### src/rtl/edc_pkg.sv
package edc_pkg;
  localparam int AW = 5;

  localparam logic [AW-1:0] OFF_CLEAR = 5'h00;
  localparam logic [AW-1:0] OFF_STAT  = 5'h04;
  localparam logic [AW-1:0] OFF_CTRL  = 5'h05;
  localparam logic [AW-1:0] OFF_RISE  = 5'h08;
  localparam logic [AW-1:0] OFF_FALL  = 5'h0C;

  localparam int CLR_EDGE_BIT = 3;
  localparam int CLR_OVF_BIT  = 2;

  // Packed order matches control bits 4..0
  typedef struct packed {
    logic fall_arm;
    logic rise_arm;
    logic master_en;
    logic ovf_ie;
    logic edge_ie;
  } ctrl_t;
endpackage

### src/rtl/edc_regs.sv
module edc_regs
  import edc_pkg::*;
#(
  parameter int CH = 24
) (
  input  logic            clk,
  input  logic            rst_n,
  input  logic            wr_en,
  input  logic [AW-1:0]   addr,
  input  logic [7:0]      wdata,
  input  logic [7:0]      status_byte,
  output ctrl_t           ctrl,
  output logic [CH-1:0]   rise_mask,
  output logic [CH-1:0]   fall_mask,
  output logic            clr_edge,
  output logic            clr_ovf,
  output logic [7:0]      rdata
);
  localparam int NBYTES = (CH + 7) / 8;

  ctrl_t                  ctrl_q, ctrl_d;
  logic [NBYTES-1:0][7:0] rise_q, rise_d;
  logic [NBYTES-1:0][7:0] fall_q, fall_d;
  logic [NBYTES-1:0]      rise_we, fall_we;
  logic                   ctrl_we;

  assign ctrl_we = wr_en && (addr == OFF_CTRL);

  generate
    for (genvar b = 0; b < NBYTES; b++) begin : g_byte_we
      assign rise_we[b] = wr_en && (addr == OFF_RISE + AW'(b));
      assign fall_we[b] = wr_en && (addr == OFF_FALL + AW'(b));
    end
  endgenerate

  // Next-state
  always_comb begin
    ctrl_d = ctrl_q;
    if (ctrl_we) ctrl_d = ctrl_t'(wdata[4:0]);
    rise_d = rise_q;
    fall_d = fall_q;
    for (int b = 0; b < NBYTES; b++) begin
      if (rise_we[b]) rise_d[b] = wdata;
      if (fall_we[b]) fall_d[b] = wdata;
    end
  end

  // Registers
  always_ff @(posedge clk or negedge rst_n) begin
    if (!rst_n) begin
      ctrl_q <= '0;
      rise_q <= '0;
      fall_q <= '0;
    end else begin
      ctrl_q <= ctrl_d;
      rise_q <= rise_d;
      fall_q <= fall_d;
    end
  end

  assign clr_edge = wr_en && (addr == OFF_CLEAR) && wdata[CLR_EDGE_BIT];
  assign clr_ovf  = wr_en && (addr == OFF_CLEAR) && wdata[CLR_OVF_BIT];

  assign ctrl      = ctrl_q;
  assign rise_mask = rise_q[CH-1:0];
  assign fall_mask = fall_q[CH-1:0];

  // Read decode
  always_comb begin
    rdata = 8'h00;
    if (addr == OFF_STAT) rdata = status_byte;
    if (addr == OFF_CTRL) rdata = {3'b000, ctrl_q};
    for (int b = 0; b < NBYTES; b++) begin
      if (addr == OFF_RISE + AW'(b)) rdata = rise_q[b];
      if (addr == OFF_FALL + AW'(b)) rdata = fall_q[b];
    end
  end

  // a control write is held and read back on the next cycle
  p_ctrl_write_r10: assert property (@(posedge clk) disable iff (!rst_n)
    ctrl_we |=> (ctrl_q == ctrl_t'($past(wdata[4:0]))));
endmodule

### src/rtl/edc_detect.sv
module edc_detect
  import edc_pkg::*;
#(
  parameter int CH = 24
) (
  input  logic          clk,
  input  logic          rst_n,
  input  logic [CH-1:0] din,
  input  logic [CH-1:0] rise_mask,
  input  logic [CH-1:0] fall_mask,
  input  logic          rise_arm,
  input  logic          fall_arm,
  output logic          event_o
);
  logic [CH-1:0] prev_q, prev_d;
  logic          rise_hit, fall_hit;

  assign prev_d = din;

  always_ff @(posedge clk or negedge rst_n) begin
    if (!rst_n) prev_q <= '0;
    else        prev_q <= prev_d;
  end

  assign rise_hit = rise_arm && |(din & ~prev_q & rise_mask);
  assign fall_hit = fall_arm && |(~din & prev_q & fall_mask);
  assign event_o  = rise_hit || fall_hit;

  // with both directions disarmed nothing is detected
  p_disarmed_quiet_r4: assert property (@(posedge clk) disable iff (!rst_n)
    (!rise_arm && !fall_arm) |-> !event_o);

  // unchanged inputs never produce an event
  p_static_quiet_r4: assert property (@(posedge clk) disable iff (!rst_n)
    (din == prev_q) |-> !event_o);
endmodule

### src/rtl/edc_status.sv
module edc_status
  import edc_pkg::*;
(
  input  logic  clk,
  input  logic  rst_n,
  input  logic  event_i,
  input  logic  clr_edge,
  input  logic  clr_ovf,
  input  ctrl_t ctrl,
  output logic  edge_o,
  output logic  ovf_o,
  output logic  master_o
);
  logic edge_q, edge_d;
  logic ovf_q, ovf_d;

  // Next-state: an event outranks a clear in the same cycle
  always_comb begin
    edge_d = event_i || (edge_q && !clr_edge);
    ovf_d  = (event_i && edge_q) || (ovf_q && !clr_ovf);
  end

  always_ff @(posedge clk or negedge rst_n) begin
    if (!rst_n) begin
      edge_q <= 1'b0;
      ovf_q  <= 1'b0;
    end else begin
      edge_q <= edge_d;
      ovf_q  <= ovf_d;
    end
  end

  assign edge_o   = edge_q;
  assign ovf_o    = ovf_q;
  assign master_o = ctrl.master_en &&
                    ((edge_q && ctrl.edge_ie) || (ovf_q && ctrl.ovf_ie));

  // overflow rises only when the edge flag was already set
  p_no_overflow_r5: assert property (@(posedge clk) disable iff (!rst_n)
    $rose(ovf_q) |-> $past(edge_q));

  // a clear without a competing event empties the edge flag
  p_clear_edge_r6: assert property (@(posedge clk) disable iff (!rst_n)
    (clr_edge && !event_i) |=> !edge_q);

  // a clear of overflow alone leaves edge untouched
  p_clear_ovf_r6: assert property (@(posedge clk) disable iff (!rst_n)
    (clr_ovf && !clr_edge) |=> (edge_q || !$past(edge_q)));

  // an event always leaves the edge flag set
  p_edge_wins_r7: assert property (@(posedge clk) disable iff (!rst_n)
    event_i |=> edge_q);
endmodule

### src/rtl/edge_notify_ctrl.sv
module edge_notify_ctrl
  import edc_pkg::*;
#(
  parameter int CH = 24
) (
  input  logic          clk,
  input  logic          rst_n,
  input  logic [CH-1:0] din,
  input  logic          wr_en,
  input  logic [AW-1:0] addr,
  input  logic [7:0]    wdata,
  output logic [7:0]    rdata,
  output logic          irq
);
  ctrl_t         ctrl;
  logic [CH-1:0] rise_mask, fall_mask;
  logic          clr_edge, clr_ovf;
  logic          evt;
  logic          edge_flag, ovf_flag, master;
  logic [7:0]    status_byte;

  assign status_byte = {5'b00000, master, ovf_flag, edge_flag};

  edc_regs #(.CH(CH)) u_regs (
    .clk         (clk),
    .rst_n       (rst_n),
    .wr_en       (wr_en),
    .addr        (addr),
    .wdata       (wdata),
    .status_byte (status_byte),
    .ctrl        (ctrl),
    .rise_mask   (rise_mask),
    .fall_mask   (fall_mask),
    .clr_edge    (clr_edge),
    .clr_ovf     (clr_ovf),
    .rdata       (rdata)
  );

  edc_detect #(.CH(CH)) u_detect (
    .clk       (clk),
    .rst_n     (rst_n),
    .din       (din),
    .rise_mask (rise_mask),
    .fall_mask (fall_mask),
    .rise_arm  (ctrl.rise_arm),
    .fall_arm  (ctrl.fall_arm),
    .event_o   (evt)
  );

  edc_status u_status (
    .clk      (clk),
    .rst_n    (rst_n),
    .event_i  (evt),
    .clr_edge (clr_edge),
    .clr_ovf  (clr_ovf),
    .ctrl     (ctrl),
    .edge_o   (edge_flag),
    .ovf_o    (ovf_flag),
    .master_o (master)
  );

  assign irq = master;

  // the interrupt line needs a pending flag and the master enable
  p_irq_source_r8: assert property (@(posedge clk) disable iff (!rst_n)
    irq |-> (ctrl.master_en && (edge_flag || ovf_flag)));

  // clearing control drops the line on the next edge
  p_ctrl_zero_r9: assert property (@(posedge clk) disable iff (!rst_n)
    (wr_en && addr == OFF_CTRL && wdata == 8'h00) |=> !irq);
endmodule

### config.mk
export PLATFORM = sky130hd
export DESIGN_NAME = edge_notify_ctrl
export DESIGN_NICKNAME = d
export VERILOG_FILES = /design/src/rtl/edc_pkg.sv /design/src/rtl/edc_regs.sv /design/src/rtl/edc_detect.sv /design/src/rtl/edc_status.sv /design/src/rtl/edge_notify_ctrl.sv
export SDC_FILE = /design/constraint.sdc
export NUM_CORES = 1
export LEC_CHECK = 0
export BUFFER_PORTS_ARGS = -buffer_cell sky130_fd_sc_hd__buf_2
export CAP_MARGIN = 25
export CORE_MARGIN = 2
export CORE_UTILIZATION = 50
export CTS_BUF_LIST = sky130_fd_sc_hd__clkbuf_8
export DETAILED_ROUTE_END_ITERATION = 6
export GPL_TIMING_DRIVEN = 0
export PLACE_DENSITY = 0.71
export SLEW_MARGIN = 25
export SYNTH_ARGS = -nofsm -noshare
export SYNTH_HDL_FRONTEND = slang
export SYNTH_SLANG_ARGS = --single-unit
### constraint.sdc
create_clock -name clk -period 1.65 [get_ports clk]
set_input_delay 0.2475 -clock clk [delete_from_list [all_inputs] [get_ports clk]]
set_output_delay 0.2475 -clock clk [all_outputs]
set_load 0.01 [all_outputs]
==> results of run 1 <==
==> cells by family (layout without fill, tap and decap cells) <==
kind of cell           Yosys count  in the layout  synth area share, %
and+or+nand+nor                114            114                 17.1
muxes                           57             57                 17.2
DFF                             79             79                 53.2
AOI/OAI and AO/OA               56             56                 10.3
buffers and inverters           18            101                 2.26
==> registers in the layout (all words and copies together) (netlist names) <==
| signal | flops |
|---|---|
| u_regs.ctrl | 5 |
| u_status.edge_o | 1 |
| u_regs.rise_mask | 24 |
| u_detect.prev_q | 24 |
| u_regs.fall_mask | 24 |
| u_status.ovf_o | 1 |
==> area by class of cell <==
class	instances	area share, %
buffer	8	1.14
clock buffer	9	2.70
clock inverter	6	1.88
inverter	8	0.708
multi-input combinational	227	38.0
sequential	79	43.0
tap	99	2.70
timing repair buffer	70	9.83
==> metal layers <==
metal	GRT usage [%]	vias up	part of all wire [%]
met5	0	-	0
met4	8.33	0	2.5
met3	6.45	24	7.1
met2	44.7	154	49
met1	36.2	1546	42
li1	-	1358	-
==> repair_timing <==
| action | 4_1_cts | 5_1_grt |
|---|---|---|
| hold buffers | 1 | 3 |
| pin swaps | 14 | 2 |
| endpoints found under the hold margin | 30 | 3 |
| buffers inserted | 18 | 2 |
| resized for setup | 20 | 10 |
| setup endpoints to repair | 16 | 10 |
==> worst max-delay path, cell delays in order (launching register included) <==
cell      delay [ps]
dfrtp_1          430
mux2i_1          160
nor3b_1           70
a31oi_1          180
o21ai_1           80
a222oi_1         290
nor2_1            80
buf_2            150
==> worst min-delay path by stage <==
stage	cells after the start	slack, ps	to
2_1_floorplan	0	-50	u_detect.prev_q[0]
3_3_place_gp	1	380	u_detect.prev_q[4]
3_5_place_dp	1	220	u_regs.rise_mask[20]
4_1_cts	1	4	u_detect.prev_q[4]
5_1_grt	1	0.9	u_detect.prev_q[10]
6_report	1	10	u_detect.prev_q[19]
==> per-stage QoR <==
step,instance area [sq um],setup slack [ps],hold slack [ps]
after detailed placement,4100,-534,217
after CTS,4500,-340,3.88
final,4590,-398,10.8
after global routing,4590,-510,0.898
after global placement,4070,-521,382
after floorplan,3720,16.7,-48.1
==> synth_stat cells, drive strengths merged (3+ instances only) <==
cell    count
a21o        3
nand3       4
mux2       54
a32oi       3
inv         8
nand3b     20
nand2      53
nor2       12
buf         6
a31oi       4
nor2b       4
nand4       4
mux2i       3
nor4        6
dfrtp      79
a222oi      3
o22ai      12
clkbuf      4
o21ai      15
==> power groups by stage <==
stage | clock network [mW] | registers (mW) | logic [mW]
finish | 1.56 | 2.45 | 0.907
global route | 1.68 | 2.48 | 0.982
CTS | 1.58 | 2.43 | 0.864
detailed placement | 0 | 2.48 | 0.754
global placement | 0 | 2.47 | 0.723
floorplan | 0 | 2.40 | 0.500
==> results_tabular.tex, run 1 <==
\begin{tabular}{lr}
\hline
Metric & Value \\
\hline
\multicolumn{2}{l}{\textbf{Status}} \\
Run status & complete, but fails checks \\
Failing checks & negative setup slack \\
\multicolumn{2}{l}{\textbf{STA}} \\
Max-slew violation total from the final report & 0 \\
Fin. Hold Viols & 0 \\
Worst path setup slack after routing & -398 ps \\
Setup total negative slack & -1430 ps \\
FMAX & 0.488 GHz \\
Headroom to the max-slew limit & 57.4\% \\
Endpoints failing setup & 7 \\
Fin crit period & 2050 ps \\
Measured slew at the worst slew-check pin & $\sim$640 ps \\
Period utilization & 124\% \\
Setup repair after global routing missed its margin & true \\
Worst Clk Skew & 12.3 ps \\
\multicolumn{2}{l}{\textbf{GRT}} \\
Maximum number of pins on one net before global-route repair & 50 \\
Global-route wire length before repair & 16,600 microns \\
Antenna violations before repair & 0 \\
Total routing resource utilization after global routing & between 20\% and 30\% \\
Vias in the first global route & 2,954 \\
Remaining global-route overflow & 0 \\
\multicolumn{2}{l}{\textbf{Logic synthesis}} \\
Portion of the post-synthesis area used by sequential elements & 53.2\% \\
Combined area of all synthesized cells & 3720 sq um \\
Flip-flop and latch count after synthesis & 79 \\
Main area contributors after synthesis & dfrtp\_1 (53\%), mux2\_2 (15\%), nand2\_1 (5.0\%) \\
Share of Yosys cell area claimed by the top area cell type & 53.2\% \\
Number of warnings printed during yosys synthesis & 0 \\
Largest area contributor in the netlist & dfrtp\_1 \\
Number of enable-type register cells in the synthesized netlist & 0 \\
Number of library cell types mapped by synthesis & 46 \\
Number of cells produced by synthesis & roughly 320 \\
Async set-reset flop share out of synthesis & 100\% \\
Post-synthesis net count & 364 \\
Post-Synthesis Mean Instance Area & 11.5 sq um \\
Flip-flop cell with the highest count after synthesis & dfrtp\_1 \\
\multicolumn{2}{l}{\textbf{Layout}} \\
Number of antenna cells inserted & 0 \\
Finished Layout Cells & 506 \\
Final design utilization & between 60\% and 70\% \\
Layout Area Growth over Synthesis & 23.6\% \\
Commonest cells after routing, fill and taps aside & dfrtp\_1 (79), mux2\_2 (51), nand2\_1 (48) \\
\# fillers & approximately 590 \\
Multi-input gate area & around 1700 sq um \\
Register cell area after layout & 1980 sq um \\
Layout Nets & 443 \\
Share of final-layout standard cells stronger than drive strength 1 & between 40\% and 50\% \\
Most common library cell in the layout ignoring fill and taps & dfrtp\_1 \\
\multicolumn{2}{l}{\textbf{Routing}} \\
Residual DRC count & 0 \\
Average wire length per cell after detail routing & 21.3 microns \\
Number of iterations in the first detailed-routing pass & 6 \\
Number of vias in the routed layout & 3,082 \\
Vias per cell & $\sim$6 \\
Number of design-rule violations left by the first detailed-router iteration & 316 \\
Final WL & 10,800 microns \\
Remaining antenna violation count after routing & 0 \\
\multicolumn{2}{l}{\textbf{Clock network}} \\
H-tree depth & 3 \\
Number of sinks handled by clock tree synthesis & 79 \\
Clock root buffer & clkbuf\_8 \\
Clock latency reported for the late side of the worst-skew pair & roughly 370 ps \\
Maximum root-to-sink buffer count & 2 \\
Number of buffers created by CTS & 9 \\
TritonCTS clock tree & built \\
Clock transition at the registers of the reported paths & 80 ps \\
\multicolumn{2}{l}{\textbf{Run}} \\
Max-cap check violation count & 0 \\
\multicolumn{2}{l}{\textbf{Power and ir drop}} \\
Flop pwr share & 49.8\% \\
Switching portion of total power & 28.1\% \\
Internal power consumption & between 3 and 4 mW \\
Sw Pwr & 1.38 mW \\
Part of the power in the clock network & 31.8\% \\
Combinational cell fraction of total power & 18.4\% \\
Power density over the cells & 1070 nW/um\^{}2 \\
Total power draw & 4.92 mW \\
Maximum resistive drop on vdd & 0.652 mV \\
Cell leakage power & 2.15 nW \\
\multicolumn{2}{l}{\textbf{Die}} \\
Total die area & just over 8000 sq um \\
Core outline area & between 7000 and 8000 sq um \\
Effective utilization at floorplan & about 50\% \\
Floorplan die width & 90.2 microns \\
Number of placement rows & 31 \\
Vert. Die Dim & 90.2 microns \\
I/O pin total & 49 \\
\multicolumn{2}{l}{\textbf{Place}} \\
Final RePlAce weighted congestion & 0.885 \\
Post-detailed-placement half-perimeter wirelength & 7160 microns \\
Buffers on Ports & 45 \\
Placed Instances & between 400 and 500 \\
\multicolumn{2}{l}{\textbf{Critical path}} \\
Internal reg-to-reg setup slack & 110 ps \\
Data required time of the worst path & 1400 ps \\
Critical-path maximum fanout & 3 \\
CP arrival & 1800 ps \\
Worst setup path startpoint & u\_regs.ctrl[1] \\
Critical R2R Capture & u\_status.ovf\_o \\
Startpoint of the worst-slack reg-to-reg timing path & u\_regs.rise\_mask[4] \\
Endpoint class of the critical path & output port \\
Crit Path Class & flop to output port \\
Worst Setup EP & rdata[1] \\
R2R cell count & 5 \\
Crit start category & flop \\
\multicolumn{2}{l}{\textbf{Hold path}} \\
Start point of the worst min-delay path & din[19] \\
Worst min path class & input pin to flop \\
\hline
\end{tabular}
No activity file was read; power rests on OpenSTA's default activity.
==> run 2, diff against run 1 <==
--- a/config.mk
+++ b/config.mk
@@ -12,8 +12,9 @@
 export CTS_BUF_LIST = sky130_fd_sc_hd__clkbuf_8
 export DETAILED_ROUTE_END_ITERATION = 6
 export GPL_TIMING_DRIVEN = 0
-export PLACE_DENSITY = 0.71
+export PLACE_DENSITY = 0.7
 export SLEW_MARGIN = 25
 export SYNTH_ARGS = -nofsm -noshare
 export SYNTH_HDL_FRONTEND = slang
+export SYNTH_HIERARCHICAL = 1
 export SYNTH_SLANG_ARGS = --single-unit
==> run 2 against run 1 <==
Net effect:
- the flow still finishes with violations (negative setup slack)
- area after synthesis rose by 3.3%
- global-route usage down 0.17 points
- utilization increased by 2.2 points
- highest routed layer unchanged
==> results_tabular.tex, run 2 <==
\begin{tabular}{lr}
\hline
Metric & Value \\
\hline
\multicolumn{2}{l}{\textbf{Status}} \\
Run status & complete, but fails checks \\
Failing checks & negative setup slack \\
\multicolumn{2}{l}{\textbf{Critical path}} \\
Data required time of the worst path & 1900 ps (+500 ps) \\
Critical-path maximum fanout & 3 (unchanged) \\
Worst path slowest cell & or4\_4 \\
CP arrival & 2240 ps (+440 ps) \\
Crit Path Class & flop to flop \\
Critical path, cell by cell & and3b\_2 > a31oi\_1 > nand3\_1 > or4\_4 > a22o\_1 > a21o\_2 \\
Endpoint class of the critical path & flop \\
Crit start category & flop \\
Largest incremental delay on the critical path & 530 ps (+100 ps) \\
Internal reg-to-reg setup slack & -330 ps (-440 ps) \\
R2R cell count & 6 (+1) \\
Startpoint of the worst-slack reg-to-reg timing path & u\_regs/fall\_mask[16] \\
Critical R2R Capture & u\_status/edge\_o \\
\multicolumn{2}{l}{\textbf{GRT}} \\
Antenna violations before repair & 0 (unchanged) \\
Maximum number of pins on one net before global-route repair & 46 (-8.0\%) \\
Vias in the first global route & 3,093 (+4.7\%) \\
Remaining global-route overflow & 0 (unchanged) \\
Global-route wire length before repair & 17,000 microns (+2.3\%) \\
Total routing resource utilization after global routing & 27.1\% (-0.17 points) \\
\multicolumn{2}{l}{\textbf{Die}} \\
Floorplan die width & 91.6 microns (+1.6\%) \\
I/O pin total & 49 (unchanged) \\
Vert. Die Dim & 91.6 microns (+1.6\%) \\
Effective utilization at floorplan & 52.4\% (+0.85 points) \\
Total die area & 8400 sq um (+3.1\%) \\
Number of placement rows & 31 (unchanged) \\
Core outline area & 7330 sq um (+1.6\%) \\
\multicolumn{2}{l}{\textbf{STA}} \\
Endpoints failing setup & 10 (+3) \\
Headroom to the max-slew limit & 56.6\% (-0.78 points) \\
FMAX & 0.504 GHz (+3.2\%) \\
Setup repair after global routing missed its margin & true \\
Fin. Hold Viols & 0 (unchanged) \\
Measured slew at the worst slew-check pin & 648 ps (+11.6 ps) \\
Fin crit period & 1980 ps (-63.4 ps) \\
Max-slew violation total from the final report & 0 (unchanged) \\
Period utilization & 120\% (-3.8 points) \\
Worst Clk Skew & 8.86 ps (-3.43 ps) \\
Worst hold-check slack & 10.2 ps (-0.587 ps) \\
Worst path setup slack after routing & -335 ps (+63.4 ps) \\
\multicolumn{2}{l}{\textbf{Power and ir drop}} \\
Maximum resistive drop on vdd & 0.746 mV (+14\%) \\
Power density over the cells & 1050 nW/um\^{}2 (-2.0\%) \\
Part of the power in the clock network & 32.7\% (+0.9 points) \\
Combinational cell fraction of total power & 18.8\% (+0.4 points) \\
Total power draw & 5.07 mW (+3.0\%) \\
Switching portion of total power & 27.6\% (-0.48 points) \\
Sw Pwr & 1.40 mW (+1.3\%) \\
Internal power consumption & 3.67 mW (+3.7\%) \\
Flop pwr share & 48.6\% (-1.2 points) \\
Cell leakage power & 2.24 nW (+4.1\%) \\
\multicolumn{2}{l}{\textbf{Hold path}} \\
Number of cells on the worst hold path & 1 (unchanged) \\
Start point of the worst min-delay path & din[12] \\
Worst min path class & input pin to flop \\
Hold Crit Endpoint & u\_detect/prev\_q[12] \\
\multicolumn{2}{l}{\textbf{Logic synthesis}} \\
Count leader, synth & dfrtp\_1 \\
Combined area of all synthesized cells & 3840 sq um (+3.3\%) \\
Largest area contributor in the netlist & dfrtp\_1 \\
Post-Synthesis Mean Instance Area & 11.4 sq um (-0.39\%) \\
Cell types with the highest counts after synthesis & dfrtp\_1 (79), mux2\_2 (56), nand2\_1 (39), mux2i\_1 (14), o22ai\_1 (14) \\
Number of warnings printed during yosys synthesis & 6 (+6) \\
Number of enable-type register cells in the synthesized netlist & 0 (unchanged) \\
Number of cells produced by synthesis & 336 (+3.7\%) \\
Portion of the post-synthesis area used by sequential elements & 51.5\% (-1.7 points) \\
Main area contributors after synthesis & dfrtp\_1 (51\%), mux2\_2 (16\%), nand2\_1 (3.8\%) \\
Number of library cell types mapped by synthesis & 40 (-13\%) \\
Flip-flop and latch count after synthesis & 79 (unchanged) \\
Flip-flop cell with the highest count after synthesis & dfrtp\_1 \\
Share of Yosys cell area claimed by the top area cell type & 51.5\% (-1.7 points) \\
Async set-reset flop share out of synthesis & 100\% (unchanged) \\
\multicolumn{2}{l}{\textbf{Place}} \\
Post-detailed-placement half-perimeter wirelength & 7530 microns (+5.3\%) \\
Placed Instances & 486 (+3.6\%) \\
Buffers on Ports & 46 (+2.2\%) \\
Final RePlAce weighted congestion & 0.959 (+8.3\%) \\
Dpl ws & -554 ps (-20.5 ps) \\
\multicolumn{2}{l}{\textbf{Routing}} \\
Detailed-routing wirelength on met1 & 4440 microns (-0.60\%) \\
Residual DRC count & 0 (unchanged) \\
Number of vias in the routed layout & 3,131 (+1.6\%) \\
Max layer used & met4 \\
DR WL met2 & 5100 microns (-3.1\%) \\
Number of iterations in the first detailed-routing pass & 5 (-1) \\
Average wire length per cell after detail routing & 20.7 microns (-2.9\%) \\
Vias per cell & 6.03 (-0.95\%) \\
Detail Route met3 WL & 942 microns (+24\%) \\
Remaining antenna violation count after routing & 0 (unchanged) \\
Final WL & 10,700 microns (-0.41\%) \\
Number of design-rule violations left by the first detailed-router iteration & 310 (-1.9\%) \\
\multicolumn{2}{l}{\textbf{Layout}} \\
Final design utilization & 65.9\% (+2.2 points) \\
Number of antenna cells inserted & 0 (unchanged) \\
Most common library cell in the layout ignoring fill and taps & dfrtp\_1 \\
Commonest cells after routing, fill and taps aside & dfrtp\_1 (79), mux2\_2 (53), buf\_2 (44) \\
Finished Layout Cells & 519 (+2.6\%) \\
Layout Nets & 455 (+2.7\%) \\
Layout Area Growth over Synthesis & 25.8\% \\
Share of final-layout standard cells stronger than drive strength 1 & 41.0\% (+0.66 points) \\
\multicolumn{2}{l}{\textbf{Clock network}} \\
TritonCTS clock tree & built \\
Number of sinks handled by clock tree synthesis & 79 (unchanged) \\
Maximum root-to-sink buffer count & 2 (unchanged) \\
H-tree depth & 3 (unchanged) \\
Number of buffers created by CTS & 9 (unchanged) \\
Clock latency reported for the late side of the worst-skew pair & 360 ps (about the same) \\
Clock transition at the registers of the reported paths & 80 ps (about the same) \\
Clock root buffer & clkbuf\_8 \\
\multicolumn{2}{l}{\textbf{Run}} \\
Max-cap check violation count & 0 (unchanged) \\
\hline
\end{tabular}
[run 2: cell types whose count changed after synthesis, moves of 5 or more]
cell      previous run  this run
nand3b_1            20        12
nand2_1             50        39
o21ai_0             13         6
nand4_1              4        10
mux2i_1              3        14
mux2_2              51        56
[run 2: logic make-up (layout without fill, tap and decap cells)]
| logic type | after synthesis | in the layout | synth area share [%] |
|---|---|---|---|
| and+or+nand+nor | 116 | 116 | 17.6 |
| DFF | 79 | 79 | 51.5 |
| muxes | 70 | 70 | 20.1 |
| AOI/OAI and AO/OA | 48 | 48 | 8.34 |
| buffers and inverters | 22 | 102 | 2.41 |
| other | 1 | 5 | 0.0977 |
[run 2: final cells by class]
| type | count | area, sq um |
|---|---|---|
| clock buffer | 11 | 151 |
| timing repair buffer | 65 | 437 |
| clock inverter | 5 | 78.8 |
| buffer | 12 | 126 |
| multi-input combinational | 239 | 1900 |
| sequential | 79 | 1980 |
| tap | 99 | 124 |
| fill | 562 | 2500 |
| inverter | 9 | 33.8 |
[run 2: what timing repair did]
item,in CTS,in global routing
endpoints found under the hold margin,34,3
buffers inserted,11,3
hold buffers,1,3
pin swaps,11,6
endpoints found under the setup margin,18,26
resized for setup,52,7
[run 2: worst max path at each step]
stage / slack [ps] / to / cells past startpoint / from
final: -330 / u_status/edge_o / 6 / u_regs/fall_mask[16]
after global routing: -440 / rdata[2] / 7 / u_regs/ctrl[0]
after CTS: -350 / rdata[2] / 7 / u_regs/ctrl[0]
after detailed placement: -550 / rdata[3] / 7 / addr[2]
after global placement: -570 / rdata[1] / 7 / addr[2]
after floorplan: -70 / u_status/edge_o / 6 / u_detect/prev_q[21]
[run 2: metrics by stage]
stage | cell area, sq um | TNS [ps]
floorplan | 3850 | -95.4
global placement | 4210 | -32450
detailed placement | 4230 | -16140
CTS | 4750 | -1520
global route | 4830 | -2040
finish | 4830 | -1540
[run 2: power by group through the flow]
stage / clock network [mW] / registers [mW] / logic, mW
2_1_floorplan: 0 / 2.40 / 0.538
6_report: 1.65 / 2.46 / 0.951
3_3_place_gp: 0 / 2.48 / 0.772
3_5_place_dp: 0 / 2.49 / 0.802
4_1_cts: 1.68 / 2.45 / 0.919
5_1_grt: 1.78 / 2.50 / 1.02
[run 2: critical path, delay by kind of cell, from the launching register on]
kind / cells / cell delay (ps)
flip-flops: 1 / 390
AND/OR/NAND/NOR: 3 / 890
AO/OA/AOI/OAI: 3 / 600
[run 2: layer usage]
| metal | vias to the layer above | GRT usage, % |
|---|---|---|
| met5 | - | 0 |
| met4 | 0 | 8.46 |
| met3 | 19 | 7.72 |
| met2 | 152 | 42.8 |
| met1 | 1574 | 36.4 |
| li1 | 1386 | - |
